File: src/rtl/pwm_dual_pkg.sv
`timescale 1ns/1ps
package pwm_dual_pkg;
  localparam int CNT_W_DEF = 16;
  localparam int PSC_W_DEF = 2;
  localparam int N_OUT     = 2;
  localparam int N_CMP     = 2 * N_OUT;
  localparam int ADDR_W    = 3;

  typedef enum logic [ADDR_W-1:0] {
    ADR_CTRL = 3'd0,
    ADR_PER0 = 3'd1,
    ADR_DUT0 = 3'd2,
    ADR_PER1 = 3'd3,
    ADR_DUT1 = 3'd4,
    ADR_EN   = 3'd5,
    ADR_STAT = 3'd6,
    ADR_CNT  = 3'd7
  } addr_e;
endpackage

File: src/rtl/pwm_dual_regs.sv
`timescale 1ns/1ps
module pwm_dual_regs
  import pwm_dual_pkg::*;
#(
  parameter int CNT_W = CNT_W_DEF,
  parameter int PSC_W = PSC_W_DEF
) (
  input  logic                        clk_i,
  input  logic                        rst_ni,
  input  logic                        wr_en_i,
  input  logic [ADDR_W-1:0]           wr_addr_i,
  input  logic [CNT_W-1:0]            wr_data_i,
  output logic [PSC_W-1:0]            psc_o,
  output logic                        clr_sel_o,
  output logic [N_CMP-1:0][CNT_W-1:0] cmp_o,
  output logic [N_OUT-1:0]            en_o,
  output logic                        err_o
);
  logic running;
  assign running = |en_o;

  always_ff @(posedge clk_i or negedge rst_ni) begin
    if (!rst_ni) begin
      psc_o     <= '0;
      clr_sel_o <= 1'b0;
      cmp_o     <= '1;
      en_o      <= '0;
      err_o     <= 1'b0;
    end else if (wr_en_i) begin
      unique case (addr_e'(wr_addr_i))
        ADR_CTRL: begin
          // clock/clear word locked while counting
          if (running) err_o <= 1'b1;
          else {clr_sel_o, psc_o} <= wr_data_i[PSC_W:0];
        end
        ADR_PER0: cmp_o[0] <= wr_data_i;
        ADR_DUT0: cmp_o[1] <= wr_data_i;
        ADR_PER1: cmp_o[2] <= wr_data_i;
        ADR_DUT1: cmp_o[3] <= wr_data_i;
        ADR_EN:   en_o     <= wr_data_i[N_OUT-1:0];
        default: ;
      endcase
    end
  end
endmodule

File: src/rtl/pwm_prescaler.sv
`timescale 1ns/1ps
module pwm_prescaler #(
  parameter int PSC_W = 2
) (
  input  logic             clk_i,
  input  logic             rst_ni,
  input  logic             run_i,
  input  logic [PSC_W-1:0] code_i,
  output logic             tick_o
);
  // ratio 4^k, largest code needs 2*(2^PSC_W-1) bits
  localparam int DIV_W = 2 * ((1 << PSC_W) - 1);

  logic [DIV_W-1:0] div_q, lim;

  always_comb begin
    lim = '0;
    for (int b = 0; b < DIV_W; b++) lim[b] = (b < 2 * int'(code_i));
  end

  assign tick_o = run_i && (div_q == lim);

  always_ff @(posedge clk_i or negedge rst_ni) begin
    if (!rst_ni)        div_q <= '0;
    else if (!run_i)    div_q <= '0;
    else if (tick_o)    div_q <= '0;
    else                div_q <= div_q + DIV_W'(1);
  end
endmodule

File: src/rtl/pwm_counter.sv
`timescale 1ns/1ps
module pwm_counter #(
  parameter int CNT_W = 16
) (
  input  logic             clk_i,
  input  logic             rst_ni,
  input  logic             run_i,
  input  logic             tick_i,
  input  logic [CNT_W-1:0] period_i,
  output logic [CNT_W-1:0] cnt_o
);
  always_ff @(posedge clk_i or negedge rst_ni) begin
    if (!rst_ni)      cnt_o <= '0;
    else if (!run_i)  cnt_o <= '0;
    else if (tick_i)  cnt_o <= (cnt_o == period_i) ? '0 : cnt_o + CNT_W'(1);
  end
endmodule

File: src/rtl/pwm_out_stage.sv
`timescale 1ns/1ps
module pwm_out_stage #(
  parameter int CNT_W = 16
) (
  input  logic [CNT_W-1:0] cnt_i,
  input  logic [CNT_W-1:0] period_i,
  input  logic [CNT_W-1:0] duty_i,
  input  logic             en_i,
  output logic             pwm_o,
  output logic             oe_o
);
  logic level;

  always_comb begin
    if (duty_i == '0)            level = 1'b0;
    else if (duty_i >= period_i) level = 1'b1;
    else                         level = (cnt_i < duty_i);
  end

  assign pwm_o = en_i & level;
  assign oe_o  = en_i;
endmodule

File: src/rtl/pwm_dual_chan.sv
`timescale 1ns/1ps
module pwm_dual_chan
  import pwm_dual_pkg::*;
#(
  parameter int CNT_W = CNT_W_DEF,
  parameter int PSC_W = PSC_W_DEF
) (
  input  logic              clk_i,
  input  logic              rst_ni,
  input  logic              wr_en_i,
  input  logic [ADDR_W-1:0] wr_addr_i,
  input  logic [CNT_W-1:0]  wr_data_i,
  input  logic [ADDR_W-1:0] rd_addr_i,
  output logic [CNT_W-1:0]  rd_data_o,
  output logic [N_OUT-1:0]  pwm_o,
  output logic [N_OUT-1:0]  pwm_oe_o
);
  logic [PSC_W-1:0]            psc;
  logic                        clr_sel;
  logic [N_CMP-1:0][CNT_W-1:0] cmp;
  logic [N_OUT-1:0]            en;
  logic                        err;
  logic                        running;
  logic                        tick;
  logic [CNT_W-1:0]            cnt;
  logic [CNT_W-1:0]            clr_period;

  assign running    = |en;
  assign clr_period = clr_sel ? cmp[2] : cmp[0];

  pwm_dual_regs #(.CNT_W(CNT_W), .PSC_W(PSC_W)) i_regs (
    .clk_i, .rst_ni, .wr_en_i, .wr_addr_i, .wr_data_i,
    .psc_o(psc), .clr_sel_o(clr_sel), .cmp_o(cmp), .en_o(en), .err_o(err)
  );

  pwm_prescaler #(.PSC_W(PSC_W)) i_psc (
    .clk_i, .rst_ni, .run_i(running), .code_i(psc), .tick_o(tick)
  );

  pwm_counter #(.CNT_W(CNT_W)) i_cnt (
    .clk_i, .rst_ni, .run_i(running), .tick_i(tick),
    .period_i(clr_period), .cnt_o(cnt)
  );

  for (genvar g = 0; g < N_OUT; g++) begin : g_out
    pwm_out_stage #(.CNT_W(CNT_W)) i_out (
      .cnt_i(cnt), .period_i(cmp[2*g]), .duty_i(cmp[2*g+1]),
      .en_i(en[g]), .pwm_o(pwm_o[g]), .oe_o(pwm_oe_o[g])
    );
  end

  always_comb begin
    unique case (addr_e'(rd_addr_i))
      ADR_CTRL: rd_data_o = {{(CNT_W-PSC_W-1){1'b0}}, clr_sel, psc};
      ADR_PER0: rd_data_o = cmp[0];
      ADR_DUT0: rd_data_o = cmp[1];
      ADR_PER1: rd_data_o = cmp[2];
      ADR_DUT1: rd_data_o = cmp[3];
      ADR_EN:   rd_data_o = {{(CNT_W-N_OUT){1'b0}}, en};
      ADR_STAT: rd_data_o = {{(CNT_W-2){1'b0}}, err, running};
      ADR_CNT:  rd_data_o = cnt;
      default:  rd_data_o = '0;
    endcase
  end
endmodule

File: config.mk
export PLATFORM = sky130hd
export DESIGN_NAME = pwm_dual_chan
export DESIGN_NICKNAME = d
export VERILOG_FILES = /design/src/rtl/pwm_dual_pkg.sv /design/src/rtl/pwm_dual_regs.sv /design/src/rtl/pwm_prescaler.sv /design/src/rtl/pwm_counter.sv /design/src/rtl/pwm_out_stage.sv /design/src/rtl/pwm_dual_chan.sv
export SDC_FILE = /design/constraint.sdc
export NUM_CORES = 1
export LEC_CHECK = 0
export ABC_AREA = 1
export BUFFER_PORTS_ARGS = -buffer_cell sky130_fd_sc_hd__buf_2
export CORE_MARGIN = 10
export CORE_UTILIZATION = 25
export DETAILED_ROUTE_END_ITERATION = 12
export PLACE_DENSITY = 0.47
export SLEW_MARGIN = 20
export SYNTH_ARGS = -nofsm -noshare
export SYNTH_HDL_FRONTEND = slang
export SYNTH_SLANG_ARGS = --single-unit
File: constraint.sdc
create_clock -name clk_i -period 4.8 [get_ports clk_i]
set_clock_uncertainty 0.1 [all_clocks]
set_input_delay 0.96 -clock clk_i [delete_from_list [all_inputs] [get_ports clk_i]]
set_output_delay 0.96 -clock clk_i [all_outputs]
set_load 0.02 [all_outputs]
After elaboration in Yosys (flattened, before gate mapping)
Cells that the tools add are included.
- add/subtract/negate cells: 2
- multipliers: 0
- divide/modulo/power cells: 0
- magnitude comparators: 10
- equality and inequality tests: 15
- shift operators: 0
- muxes and demuxes: 11
- bitwise gates (word level): 3
- reductions and logical operators: 13
- operator list (cell ; count):
    $pmux 16 s8 ; 1
    $mux 16 ; 4
    $ge 16x16->1 ; 2
    $logic_not 16->1 ; 2
    $lt 16x16->1 ; 2
    $eq 3x3->1 const B ; 6
    $add 16x1->16 const B ; 1
    $eq 16x16->1 ; 1
    $eq 3x2->1 const B ; 4
    $mux 6 ; 2
    $reduce_and 2->1 ; 5
    $add 6x1->6 const B ; 1
    $eq 3x1->1 const B ; 2
    $eq 6x6->1 ; 1
    $logic_not 3->1 ; 2
    $lt 1x3->1 const A ; 2
    $lt 2x3->1 const A ; 2
    $lt 3x3->1 const A ; 2
    $reduce_and 3->1 ; 2
    $mux 1 ; 4
    $and 1x1->1 ; 2
    $ne 2x2->1 const B ; 1
    $reduce_or 2->1 ; 1
    $logic_and 1x1->1 ; 1
    $not 1->1 ; 1
- bits in registers: 92
- bits in latches: 0
- bits in writable memories: 0
- bits in read-only memories: 0
- input port bits: 25
- memories: 0

Logic depth before layout (Yosys ltp)
Gate-level depths: netlist of run 1.
- word-level depth: 5
- gate-level depth with buffers: 12
- gate-level depth less buffers: 12

Modules after synthesis
A second synthesis of run 1 with hierarchy kept.
- cells, all modules: 1047
- area, all modules: 7299.5 µm²
- by module, submodules not included (module ; times used ; cells each ; area each (µm²) ; seq. area each (µm²)):
    pwm_dual_regs ; 1 ; 294 ; 2924.1 ; 1831.8
    pwm_out_stage ; 2 ; 142 ; 873.3 ; 0.0
    pwm_counter ; 1 ; 213 ; 1281.2 ; 400.4
    pwm_dual_chan ; 1 ; 203 ; 989.7 ; 0.0
    pwm_prescaler ; 1 ; 53 ; 357.8 ; 150.1

Least setup slack after synthesis of run 1
OpenSTA, ideal clock, no wires.
- path kind: input to output
- start point: in rd_addr_i[2]
- end point: out rd_data_o[10]
- arrival time: 2.066 ns
- data required time: 3.740 ns
- slack: 1.674 ns
- stages: 7
- cell sequence: buf_2 inv_1 nand3_1 inv_1 buf_2 a221oi_1 o21ai_0
- word-level cells in the longest chain between the ends: 2
- elaborated cells on any way between the ends: 9
- classes of those cells: 7 x eq/ne; 1 x mux; 1 x reduce/logical
- ends and longest elaborated chain (item ; RTL line ; RTL):
    start: declaration ; pwm_dual_chan.sv:13 ; input logic [ADDR_W-1:0] rd_addr_i,
    $eq 3x3->1 (tied with other cells) ; pwm_dual_chan.sv:53 ; unique case (addr_e'(rd_addr_i))
    $pmux 16 s8 * ; pwm_dual_chan.sv:53 ;
    end: declaration ; pwm_dual_chan.sv:14 ; output logic [CNT_W-1:0] rd_data_o,
Mark *: on every way between the ends. The rest lies on a longest branch, timed or not.

Worst setup path in the final report of run 1
- start point: in rd_addr_i[2]
- end point: out rd_data_o[4]
The elaborated chain is that of the path after synthesis.

==> summary by stage, run 1 <==
Clock network
In this run, post-CTS repair resized a total of 0 instances. After clock tree synthesis, the setup repair step added 0 buffers. The later pin in the worst-skew pair is clocked with a latency of approximately 0.36 ns. The CTS tree is done. The clock root buffer is sky130_fd_sc_hd__clkbuf_16. The deepest clock path buffer count is 2. After clock tree synthesis, the clock-pin slew on the worst setup and hold paths is about 0.060 ns. The number of buffers inserted for hold repair after clock tree synthesis is 0. The total CTS buffers is 9. The H-tree generated during clock tree synthesis spans 3 levels. The number of sinks on the clock net is slightly above 90.

Timing
The worst max-slew margin expressed relative to the limit is a little over two fifths. The worst-margin pin slew is about 0.87 ns. In the final timing run, aggregate negative setup slack is 0 ns. The final number of hold-violating endpoints is 0. The maximum achievable frequency is 266.8 MHz. Subtracting the final worst setup slack from the clock period gives 3.748 ns. The share of the cycle needed by the critical path after routing is about four fifths. Setup repair after global routing left no endpoint under its margin. The count of final max-slew check failures is 0. Hold is met by 0.3562 ns.

Setup violations remaining at the end of the flow were counted as 0.

Power and ir drop
The internal portion of the total power is ~0.0017 W. The switching power of the nets is 0.001107 W. Combinational logic is responsible for between 30 and 40% of the overall power. The total power divided by cell area is 384.5 nW/um^2. IR analysis of the VDD net gives a maximum drop of 0.0001969 V.

The portion of total power attributed to sequential cells is 41.3%. For this design the static power due to leakage is ~3.5 nW. The net switching fraction of the power is between 30% and 40%.

The fraction of power consumed by the clock network is a little over a quarter.

Yosys
The proportion of synthesized flip-flops having asynchronous set or reset is between 90% and 100%. Yosys instantiated no cell more often than sky130_fd_sc_hd__nand2_1. Dividing the synthesized area by the synthesized cell count gives ~7.4 um^2.

The number of synthesized register bits is 92. Yosys attributes the largest share of cell area to sky130_fd_sc_hd__dfstp_2 26%, sky130_fd_sc_hd__nand2_1 14%, sky130_fd_sc_hd__ha_1 12%. The post-synthesis net count is 964.

The share of the yosys chip area belonging to registers is a little over a third. Synthesis produced between 800 and 900 cells. The number of enable-type register cells in the synthesized netlist is 0. The number of warnings reported in the yosys synthesis log is 0. The top cell type's share of synthesized area is 25.86%. The largest total area in the synthesized netlist belongs to sky130_fd_sc_hd__dfstp_2. The mapped netlist covers 6504 um^2. Ranked by instance count, the synthesized netlist is headed by 243 x sky130_fd_sc_hd__nand2_1, 119 x sky130_fd_sc_hd__inv_1, 97 x sky130_fd_sc_hd__o21ai_0, 64 x sky130_fd_sc_hd__dfstp_2, 64 x sky130_fd_sc_hd__ha_1. Synthesis instantiated 35 different standard cells from the library. In the synthesized netlist the dominant register cell turns out to be sky130_fd_sc_hd__dfstp_2.

Global routing
The wire length of the first global-routing pass is 33550 um. The initial antenna violation count was 0. Entering global routing, the biggest net connects 66 pins.

The number of global-route vias before repair is approximately 5800. The aggregate global routing overflow is 0. The overall global routing resource usage is 12.75%.

Final layout
The number of diodes added for antenna fixing is 0. The finished cells cover 7311 um^2. The multi-input combinational cells in the finished layout cover a total of 3503 um^2. The number of inserted filler cells in the final layout is 2822. The proportion of layout cells with a drive suffix above 1 is 15.46%.

From synthesis to final layout, the design area changed by 12.41%. The footprint of the flip-flops and latches is 2382 um^2. In the final design database the tool counted about 1000 nets.

Die
The effective utilization at floorplan is 25.61%. The die width is about 180 um. The die is 181.3 um tall. The number of cell rows is 58.

The area of the core is around 25000 um^2. The die covers between 30000 and 40000 um^2. 45 I/O pins were placed.

Route
The total wire length after detailed routing is 20790 um. The pre-antenna-repair detailed-routing pass consisted of 5 iterations. The count of antenna-violating nets left after detailed routing is 0.

The total vias in the final route is about 5800. In the final routed layout, each cell accounts on average for 16.74 um. In this run, the number of DRC markers left after iteration 0 of detailed routing was 470.

The DRC violation count after routing is 0. The number of vias per cell after detailed routing is 4.709.

Hold path
The cell depth of the worst hold path is 2. The path type of the worst min-delay path is reg2reg.

Setup path
For the worst flop-to-flop path, the logic depth is 6. Along the worst path, the maximum fanout reaches 16. STA classifies the critical path startpoint as an input pin. The data arrival time of the critical path is 2.69 ns. The critical path data required time is between 3 and 4 ns.

The kind of critical path is in2out. The type of element capturing the critical path is an output pin.

Placed design
The global placer's final weighted congestion is 0.8634. Summing all placed instances gives a cell area of approximately 7000 um^2. After legalization and detailed placement, the total HPWL measured 15790 um.

The count of buffers inserted at the top-level ports is 44.

Run status
The run finished with clean final reports.

Run
Across the run, the number of max-cap violations was 0.
==> final cells by class <==
cell class,count,area share [%]
multi-input combinational,635,47.92
inverter,120,6.161
sequential,92,32.59
tap,330,5.648
timing repair buffer,49,3.560
clock buffer,10,3.132
clock inverter,6,0.9926
==> power groups by stage <==
stage	combinational, W	sequential (W)	clock [W]
2_1_floorplan	0.000686	0.00109	0
3_3_place_gp	0.000898	0.00118	0
3_5_place_dp	0.000907	0.00118	0
4_1_cts	0.000911	0.00116	0.000765
5_1_grt	0.00107	0.00118	0.000797
6_report	0.000905	0.00116	0.000745
==> layout by cell type, fill, tap and decap left out <==
master and instances:
sky130_fd_sc_hd__nand2_1 241, sky130_fd_sc_hd__inv_1 119, sky130_fd_sc_hd__o21ai_0 97, sky130_fd_sc_hd__ha_1 64, sky130_fd_sc_hd__dfstp_2 64, sky130_fd_sc_hd__a21oi_1 51
sky130_fd_sc_hd__nor2_1 45, sky130_fd_sc_hd__buf_2 43, sky130_fd_sc_hd__nand3_1 42, sky130_fd_sc_hd__dfrtp_1 28, sky130_fd_sc_hd__o22ai_1 17, sky130_fd_sc_hd__a221oi_1 13
sky130_fd_sc_hd__xor2_1 11, sky130_fd_sc_hd__nor4_1 11, sky130_fd_sc_hd__clkbuf_16 9, sky130_fd_sc_hd__nand4_1 8, sky130_fd_sc_hd__nor3_1 7, sky130_fd_sc_hd__nand2_2 6
sky130_fd_sc_hd__buf_4 6, sky130_fd_sc_hd__o211ai_1 4, sky130_fd_sc_hd__o21bai_1 4, sky130_fd_sc_hd__nor2_2 3, sky130_fd_sc_hd__o21a_1 3, sky130_fd_sc_hd__clkinv_4 2
sky130_fd_sc_hd__nor3_2 1, sky130_fd_sc_hd__o221ai_1 1, sky130_fd_sc_hd__o2111ai_1 1, sky130_fd_sc_hd__a31o_2 1, sky130_fd_sc_hd__nand3b_1 1, sky130_fd_sc_hd__xnor2_1 1
sky130_fd_sc_hd__inv_2 1, sky130_fd_sc_hd__nand2_4 1, sky130_fd_sc_hd__o21ai_1 1, sky130_fd_sc_hd__clkbuf_1 1, sky130_fd_sc_hd__clkinv_2 1, sky130_fd_sc_hd__inv_8 1
sky130_fd_sc_hd__bufinv_16 1, sky130_fd_sc_hd__inv_6 1
==> critical path, cell delays in order <==
cell and delay, ns:
sky130_fd_sc_hd__buf_2 0.16, sky130_fd_sc_hd__nand3_1 0.61, sky130_fd_sc_hd__o22ai_1 0.41, sky130_fd_sc_hd__a221oi_1 0.08
sky130_fd_sc_hd__o21ai_0 0.21, sky130_fd_sc_hd__buf_2 0.26
==> flip-flops by register name, summed over array words and instances (netlist names) <==
name and count:
i_regs.cmp_o 64, i_cnt.cnt_o 16, i_psc.div_q 6, i_regs.en_o 2
i_regs.psc_o 2, i_regs.clr_sel_o 1, i_regs.err_o 1
==> per-stage QoR <==
step           utilization, %  worst slack, ns  total power, W  instances
2_1_floorplan               -            1.674        0.001773        875
3_3_place_gp            27.58            1.199        0.002077       1226
3_5_place_dp            27.58            1.166        0.002082       1226
4_1_cts                 28.76            1.157        0.002842       1242
5_1_grt                 28.78            1.010        0.003052       1242
6_report                28.78            1.052        0.002811       1242
==> final timing paths <==
check / to / startpoint / slack, ns
setup / recovery: rd_data_o[4] / rd_addr_i[2] / 1.05
hold / removal: i_regs.err_o$_DFFE_PN0P_ / i_regs.err_o$_DFFE_PN0P_ / 0.36
setup reg to reg: i_cnt.cnt_o[4]$_DFFE_PN0P_ / i_regs.en_o[1]$_DFFE_PN0P_ / 2.56
hold reg to reg: i_regs.err_o$_DFFE_PN0P_ / i_regs.err_o$_DFFE_PN0P_ / 0.36
max in group asynchronous: i_regs.cmp_o[58]$_DFFE_PN1P_ / rst_ni / 3.03
min in group asynchronous: i_regs.en_o[0]$_DFFE_PN0P_ / rst_ni / 0.60
==> cell families (layout without fill, tap and decap cells) <==
kind of cell	after synthesis	count (layout)	synth area share, %
simple gates	366	366	23.34
compound gates	193	193	16.53
xor+xnor	12	12	1.616
buf+inv	148	185	9.581
fa+ha+maj	64	64	12.31
flops	92	92	36.63
==> per-layer routing <==
layer  vias up  global-route usage [%]  share of wire, %
li1       2963                       -                 -
met1      2705                   17.95                50
met2       161                   19.53                44
met3        20                   2.278               5.2
met4         0                   3.352               1.6
met5         -                       0                 0
No activity file was read; power rests on OpenSTA's default activity.
==> inputs of run 2 (changes only) <==
==> constraint.sdc (replaced) <==
create_clock -name clk_i -period 3.7 [get_ports clk_i]
set_clock_uncertainty 0.1 [all_clocks]
set_input_delay 0.74 -clock clk_i [delete_from_list [all_inputs] [get_ports clk_i]]
set_output_delay 0.74 -clock clk_i [all_outputs]
set_load 0.02 [all_outputs]
==> run 2 against run 1 <==
  * Worst hold slack better by 0.0016 ns
  * Global-route usage decreased by 0.099 points
  * Sequential power increased by 29%
  * Die area stayed put
  * Final cell count up 0.32%
  * Critical endpoint is now pwm_o[1]
  * Sequential share of layout area down 0.12 points
  * Final area is 0.38% higher
==> summary by stage, run 2 (synthesized netlist as in run 1, its figures left out) <==
Global routing
For met1 alone, demand over resource in global routing was 17.42%. The aggregate global routing overflow is 0. Global routing used 12.65% of the available tracks. met2 is the most crowded layer. The wire length of the first global-routing pass is 33220 um. The initial antenna violation count is 0. Global routing used 2.478% of the available met3 tracks. The pin count of the biggest net entering global routing is 58. The met2 usage in global routing is 19.97%. The number of global-route vias before repair came to 5754.

Final layout
The top cell types in the final layout, fill and taps aside, are 242 x sky130_fd_sc_hd__nand2_1, 119 x sky130_fd_sc_hd__inv_1, 97 x sky130_fd_sc_hd__o21ai_0. The post-route core utilization is 28.89%. The number of inserted filler cells in the final layout is approximately 2800. The net count of the finished layout is 1000.

The register with the most flip-flops is i_regs.cmp_o. The growth of design area from synthesis to finish is 12.83%. The number of antenna diodes in the final layout is 0.

The number of flip-flops in the largest register is 64. Leaving out fill and tap cells, the most frequent cell in the layout is sky130_fd_sc_hd__nand2_1. The proportion of layout cells with a drive suffix above 1 is 15.83%. In the final layout, the registers with the most flip-flops are i_regs.cmp_o (64), i_cnt.cnt_o (16), i_psc.div_q (6).

Hold path
The min-delay analysis places its worst path in the category in2async.

Timing
The minimum clock period after layout is approximately 3.2 ns. The final number of hold-violating endpoints came to 0. After layout, the worst path uses around 87% of the clock period.

For the final routed database, the setup TNS stands at 0 ns. The count of final max-slew check failures is 0. Setup repair after global routing left no endpoint under its margin.

The number of setup violations in the final report is 0. The worst max-slew margin expressed relative to the limit is between 40% and 50%. Timing would allow up to 311.0 MHz.

The worst-margin pin slew is 0.7723 ns. The post-route worst hold slack is 0.3578 ns.

Route
The DRC violation count after routing is 0. In this run, the number of DRC markers left after iteration 0 of detailed routing was about 490. For this block, the routed nets add up to 20490 um of wire. For this block, the via count after detailed routing is 5881. The count of nets left with antenna violations once routing finished came out at 0. Dividing the detail-routed via count by the number of cells gives 4.720. The average routed wire per standard cell is between 15 and 20 um. The pre-antenna-repair detailed-routing pass consisted of 5 iterations.

Clock network
The number of buffers inserted for hold repair after clock tree synthesis is 0. TritonCTS built the clock tree. Clock latency on the worst-skew pair, taken at its later pin, is about 0.36 ns. CTS built an H-tree with a depth of 3. Buffers added to address setup during post-CTS repair amount to 0. The total CTS buffers is 9. The tree is rooted in a sky130_fd_sc_hd__clkbuf_16.

The deepest clock path buffer count is 2. Clock-pin slew was measured on the worst setup and hold paths at 0.08 ns. The clock drives just over 90 sinks.

The post-CTS resize count is 0.

Die
In this run the vertical extent of the chip is 181.3 um. The count of boundary I/O pins is 45. The die width is 181.3 um. The effective utilization at floorplan is 25.61%.

The floorplan step defined a core boundary enclosing 25400 um^2. The number of cell rows is 58. The die covers 32870 um^2.

Setup path
On the critical path the largest part of the delay comes from compound AO/OA/AOI/OAI gates. The startpoint type of the worst setup path is a register. The worst setup path is captured at an output pin. The library cell contributing the largest single delay on the critical path is sky130_fd_sc_hd__dfstp_2. The critical path goes through inv_1 > ha_1 > nand2_1 > o21ai_0 > nand2_1 > nand3_1 > a21oi_1 > a21oi_1 > buf_2. For the worst setup path, the data arrival time is roughly 2.4 ns. The peak per-stage delay on the critical path is 0.58 ns. The kind of critical path is reg2out. Along the worst path, the maximum fanout reaches 3. The critical path data required time is 2.86 ns. The total buffers and inverters traversed by the critical path is 2.

Power and ir drop
The internal power of the cells totals 0.002173 W. The share of total power dissipated in sequential elements is about two fifths. The switching power of the nets is 0.001458 W.

The proportion of power drawn by combinational gates is 32.5%. Power spread over the standard cell area amounts to 494.8 nW/um^2. For this design the static power due to leakage is 3.475 nW. The peak supply drop is 0.0002383 V. The net switching fraction of the power is 40.15%. The fraction of power consumed by the clock network is 26.1%.

Placed design
During placement, the flow inserted port buffers numbering 44. Detailed placement ended at an HPWL of 15870 um. At the end of routability-driven placement, the weighted congestion stood at 0.8665.

Run
Max-cap violations in this run came to 0.

Run status
The run finished with clean final reports.
## run 2: cell count changes in the layout (fill, tap and decap cells not counted), sizes merged
cell and change:
bufinv -1, buf +4, clkinv -1, inv +2
## run 2: power by group through the flow
| stage | sequential (W) | clock [W] | combinational [W] |
|---|---|---|---|
| finish | 0.00150 | 0.000949 | 0.00118 |
| global route | 0.00153 | 0.00101 | 0.00139 |
| CTS | 0.00151 | 0.000983 | 0.00119 |
| detailed placement | 0.00152 | 0 | 0.00118 |
| global placement | 0.00152 | 0 | 0.00117 |
| floorplan | 0.00141 | 0 | 0.000890 |
## run 2: worst paths after layout
| kind | from | end | slack (ns) | cells after the start |
|---|---|---|---|---|
| setup / recovery | i_regs.cmp_o[35]$_DFFE_PN1P_ | pwm_o[1] | 0.49 | 9 |
| hold / removal | rst_ni | i_regs.clr_sel_o$_DFFE_PN0P_ | 0.36 | 1 |
| setup reg to reg | i_regs.en_o[0]$_DFFE_PN0P_ | i_cnt.cnt_o[4]$_DFFE_PN0P_ | 1.49 | 6 |
| hold reg to reg | i_regs.err_o$_DFFE_PN0P_ | i_regs.err_o$_DFFE_PN0P_ | 0.36 | 2 |
| max in group asynchronous | rst_ni | i_regs.cmp_o[47]$_DFFE_PN1P_ | 2.32 | 2 |
| min in group clk_i | i_regs.err_o$_DFFE_PN0P_ | i_regs.err_o$_DFFE_PN0P_ | 0.36 | 2 |
## run 2: worst reg2reg max path: stages (launching register included)
cell and delay [ns]:
sky130_fd_sc_hd__dfrtp_1 0.51, sky130_fd_sc_hd__nor2_2 0.25, sky130_fd_sc_hd__inv_1 0.17, sky130_fd_sc_hd__nand2_2 0.44, sky130_fd_sc_hd__inv_1 0.34, sky130_fd_sc_hd__o21ai_1 0.20, sky130_fd_sc_hd__a21oi_1 0.05
## run 2: layout make-up
class                      instances  area (um^2)  share of cell area (%)
clock buffer                      10        239.0                   3.257
clock inverter                     6        62.56                  0.8525
timing repair buffer              53        290.3                   3.956
multi-input combinational        635         3501                   47.71
sequential                        92         2382                   32.46
inverter                         120        450.4                   6.138
tap                              330        412.9                   5.627
## run 2: metal layers
| layer | vias to the layer above | wire length [um] |
|---|---|---|
| met1 | 2759 | 9970 |
| li1 | 2976 | - |
| met5 | - | 0 |
| met3 | 11 | 1096 |
| met2 | 135 | 9262 |
| met4 | 0 | 160 |
## run 2: metrics by stage
| step | setup WS (ns) | std cells | cell area (um^2) | total power [W] |
|---|---|---|---|---|
| floorplan | 1.014 | 875 | 6504 | 0.002300 |
| CTS | 0.4734 | 1246 | 7336 | 0.003674 |
| finish | 0.4851 | 1246 | 7338 | 0.003631 |
| global route | 0.3637 | 1246 | 7338 | 0.003933 |
| detailed placement | 0.5985 | 1230 | 7034 | 0.002702 |
| global placement | 0.6319 | 1230 | 7034 | 0.002691 |
==> inputs of run 3 (changes only) <==
--- a/config.mk
+++ b/config.mk
@@ -7,11 +7,12 @@
 export LEC_CHECK = 0
 export ABC_AREA = 1
 export BUFFER_PORTS_ARGS = -buffer_cell sky130_fd_sc_hd__buf_2
+export CAP_MARGIN = 40
 export CORE_MARGIN = 10
 export CORE_UTILIZATION = 25
 export DETAILED_ROUTE_END_ITERATION = 12
-export PLACE_DENSITY = 0.47
 export SLEW_MARGIN = 20
 export SYNTH_ARGS = -nofsm -noshare
 export SYNTH_HDL_FRONTEND = slang
+export SYNTH_HIERARCHICAL = 1
 export SYNTH_SLANG_ARGS = --single-unit
==> run 3 against run 2 <==
  * Clock power increased by 14%
  * Synthesized cell count is 20% higher
  * Setup slack improved by 0.18 ns
  * Die area is 11% higher
  * Maximum frequency rose by 5.8%
  * Final cell count is 17% higher
  * Final area is 12% higher
  * Critical path depth decreased by 2
  * Non-clock buffer count fell by 1
  * Routed wire length grew 2.8%
  * Register-to-register slack worse by 0.32 ns
  * Largest cell class unchanged
==> summary by stage, run 3 <==
Die
In this run the count of I/O pins placed on the die edge is 45. The die width is 190.9 um. The floorplan die area is 36430 um^2. Once the floorplan was initialized, standard cells occupied roughly 25% of the core.

The area of the core is about 29000 um^2. Row generation in the floorplan step produced 62 rows. The y dimension of the die is 190.9 um.

Setup path
The worst setup path is launched from an input pin. The endpoint of the worst register-to-register path is i_cnt/cnt_o[7]$_DFFE_PN0P_. The startpoint of the most critical register-to-register path is i_regs/en_o[1]$_DFFE_PN0P_.

At the worst endpoint, the required time is 2.86 ns. The end point of the critical path is rd_data_o[6]. STA classifies the critical path endpoint as an output pin. The kind of critical path is in2out. The most critical setup path has its startpoint at rd_addr_i[2].

The maximum fanout along the worst path is 25. The data arrival time of the critical path is 2.20 ns. The number of cells on the worst reg-to-reg path is 11. The reg-to-reg setup timing slack is about 1.2 ns.

Route
The routed wire length on met3 is roughly 770 um. The top routing layer in use is met4. Dividing the detail-routed via count by the number of cells gives 4.577. For this block, wires on met1 add up to 9396 um. The count of antenna-violating nets left after detailed routing is 0. After detailed routing, the total wire length is between 20000 and 25000 um.

The average routed wire per standard cell is 14.41 um. For this run, design rule violations remaining after detail routing come to 0. The first-pass iteration count of the detailed router is 5. Across all layers, the routed design uses 6692 vias. Summed over all nets, wire length on met2 after detailed routing comes to ~11000 um. The initial DRC count is 512.

Final layout
In the layout the commonest cells are 303 x sky130_fd_sc_hd__nand2_1, 175 x sky130_fd_sc_hd__inv_1, 81 x sky130_fd_sc_hd__nor2_1. The number of inserted filler cells in the final layout is 3123. The growth of design area from synthesis to finish is 12.44%. The number of nets in the final layout is 1162. The library cell used most frequently in the layout, excluding fill and tap cells, is sky130_fd_sc_hd__nand2_1. In the final layout, the registers with the most flip-flops are i_regs/cmp_o (64), i_cnt/cnt_o (16), i_psc/div_q (6).

The number of diodes added for antenna fixing is 0. Ranked by flip-flop count, first place goes to i_regs/cmp_o. The cell area after layout is 8208 um^2. Of the cells placed in the final design, the portion with a size suffix greater than 1 is 16.42%. The number of flip-flops in the largest register is 64.

Timing
The maximum achievable frequency is ~330 MHz. The number of setup violations in the final report is 0. The share of the cycle needed by the critical path after routing is between 80% and 90%. The count of final max-slew check failures is 0. At the pin with the least slew margin, the transition time is 0.7629 ns.

Setup repair after global routing left no endpoint under its margin. In this run the tightest slew margin relative to its limit is between 40% and 50%. The minimum clock period after layout is 3.039 ns. The final number of hold-violating endpoints is 0. The setup TNS is 0 ns.

Run
Max-cap violations in this run came to 0.

Power and ir drop
The static leakage power is 4.071 nW. IR analysis of the VDD net gives a maximum drop of 0.0002252 V. Power spread over the standard cell area amounts to approximately 470 nW/um^2.

Yosys
The combined area of all synthesized cells is 7300 um^2. The most frequently used flop master after synthesis is sky130_fd_sc_hd__dfstp_2. The commonest cells after synthesis are 303 x sky130_fd_sc_hd__nand2_1, 175 x sky130_fd_sc_hd__inv_1, 81 x sky130_fd_sc_hd__nor2_1, 64 x sky130_fd_sc_hd__dfstp_2, 64 x sky130_fd_sc_hd__ha_1. The proportion of synthesized flip-flops having asynchronous set or reset is 100.0%.

The share of synthesized area in the top cell type comes to 23.04%. The number of different library cells in the post-synthesis netlist is 39. Yosys attributes the largest share of cell area to sky130_fd_sc_hd__dfstp_2 23%, sky130_fd_sc_hd__nand2_1 16%, sky130_fd_sc_hd__ha_1 11%.

sky130_fd_sc_hd__nand2_1 is the most common cell in the netlist. The per-instance average area after synthesis is 6.972 um^2. The synthesized design spends more area on one cell type than any other, namely sky130_fd_sc_hd__dfstp_2. Synthesis handed over a netlist of 1047 instances. Synthesis inferred 92 register bits. In this run, synthesis inferred 0 flip-flops with an integrated enable. The number of warnings reported in the yosys synthesis log is 6.

The share of the yosys chip area belonging to registers is 32.64%. The post-synthesis net count is 1136.

Clock network
The register clock-pin slew on the reported worst setup and hold paths is 0.07 ns. The number of buffers inserted to repair setup after CTS is 0. The clock reaches the later pin of the worst-skew pair after 0.35 ns. The tree built by TritonCTS fans out to slightly above 90 sinks. In this run, CTS created clock tree buffers numbering 9. The CTS tree is done. CTS placed an instance of sky130_fd_sc_hd__clkbuf_16 at the clock tree root. No sink is reached through more buffers than the 2 on the longest clock path.

Hold repair after CTS inserted 0 buffers. The clock tree synthesis step divided the H-tree into 3 levels. The post-CTS resize count is 0.

Run status
The run finished with clean final reports.

Global routing
The number of global-route vias before repair is about 6500. The overall global routing resource usage is 11.69%. Entering global routing, the biggest net connects 59 pins.

The first global-routing pass estimated 34490 um of wire. The initial antenna violation count was 0. The aggregate global routing overflow is 0.

Placed design
At the end of routability-driven placement, the weighted congestion stood at 0.8976. Once detailed placement completed, the half-perimeter wirelength came to 16580 um. The count of buffers inserted at the top-level ports is 44. In this run the cell area measured after placement is 7858 um^2.

Hold path
The worst hold path belongs to the class in2async.
-- run 3: cell count changes in the layout (fill, tap and decap cells not counted), sizes merged, moves of 3 or more --
cell / previous run / this run
a21oi: 51 / 59
a221oi: 13 / 0
inv: 124 / 185
nand2: 248 / 308
nand3b: 1 / 12
nand4: 8 / 56
nor2: 48 / 90
nor3: 8 / 13
nor4: 11 / 8
o211ai: 4 / 0
o21ai: 98 / 67
o22ai: 17 / 0
xor2: 11 / 7
-- run 3: cell type report --
type	instances	area, um^2	area share, %
flip-flops and latches	92	2382	29.02
clock inverters	5	86.33	1.052
clock buffers	11	264.0	3.216
repair buffers	52	302.8	3.689
multi-input cells	735	4000	48.73
well taps	384	480.5	5.854
inverters	183	691.9	8.430
-- run 3: where the power goes --
group / total [W] / leakage (nW) / internal, W / switching, W
clock network: 0.00108 / 0.172 / 0.000658 / 0.000426
registers: 0.00155 / 1.05 / 0.00127 / 0.000276
logic: 0.00121 / 2.85 / 0.000455 / 0.000754
-- run 3: cell families after synthesis --
family / count (synthesis) / synth area share [%]
AND/OR/NAND/NOR: 528 / 32.43
XOR/XNOR: 8 / 0.9599
AO/OA/AOI/OAI: 133 / 10.13
adder cells (fa/ha/maj): 64 / 10.97
buffers and inverters: 220 / 12.56
flip-flops: 92 / 32.64
multiplexers: 2 / 0.3085
-- run 3: worst max-delay path, cell delays in order --
cell and delay [ns]:
sky130_fd_sc_hd__buf_2 0.40, sky130_fd_sc_hd__inv_2 0.19, sky130_fd_sc_hd__nand3_2 0.28, sky130_fd_sc_hd__nor2_1 0.07
sky130_fd_sc_hd__nor2_1 0.09, sky130_fd_sc_hd__nand4_1 0.18, sky130_fd_sc_hd__buf_2 0.23
-- run 3: worst min path at each step --
stage                                      start                            to  slack (ns)
floorplan                                 rst_ni    i_cnt/cnt_o[0]$_DFFE_PN0P_        0.34
global placement    i_regs/cmp_o[39]$_DFFE_PN1P_  i_regs/cmp_o[39]$_DFFE_PN1P_        0.37
detailed placement  i_regs/cmp_o[43]$_DFFE_PN1P_  i_regs/cmp_o[43]$_DFFE_PN1P_        0.36
CTS                                       rst_ni      i_psc/div_q[2]$_DFF_PN0_        0.17
global route                              rst_ni      i_psc/div_q[2]$_DFF_PN0_        0.18
finish                                    rst_ni      i_psc/div_q[2]$_DFF_PN0_        0.17
-- run 3: through the flow --
stage | worst slack (ns) | hold WS, ns | total power, W | cells | util [%]
floorplan | 1.247 | 0.3432 | 0.002357 | 1047 | -
global route | 0.5282 | 0.1780 | 0.004139 | 1462 | 28.52
detailed placement | 0.6874 | 0.3639 | 0.002776 | 1446 | 27.30
finish | 0.6607 | 0.1710 | 0.003844 | 1462 | 28.52
global placement | 0.6705 | 0.3651 | 0.002733 | 1445 | 27.21
CTS | 0.6294 | 0.1733 | 0.003878 | 1462 | 28.52
-- run 3: routing by layer --
metal / track usage [%] / vias to the layer above
met3: 1.792 / 24
met5: 0 / -
met1: 14.57 / 3138
met4: 3.664 / 0
li1: - / 3405
met2: 20.20 / 125
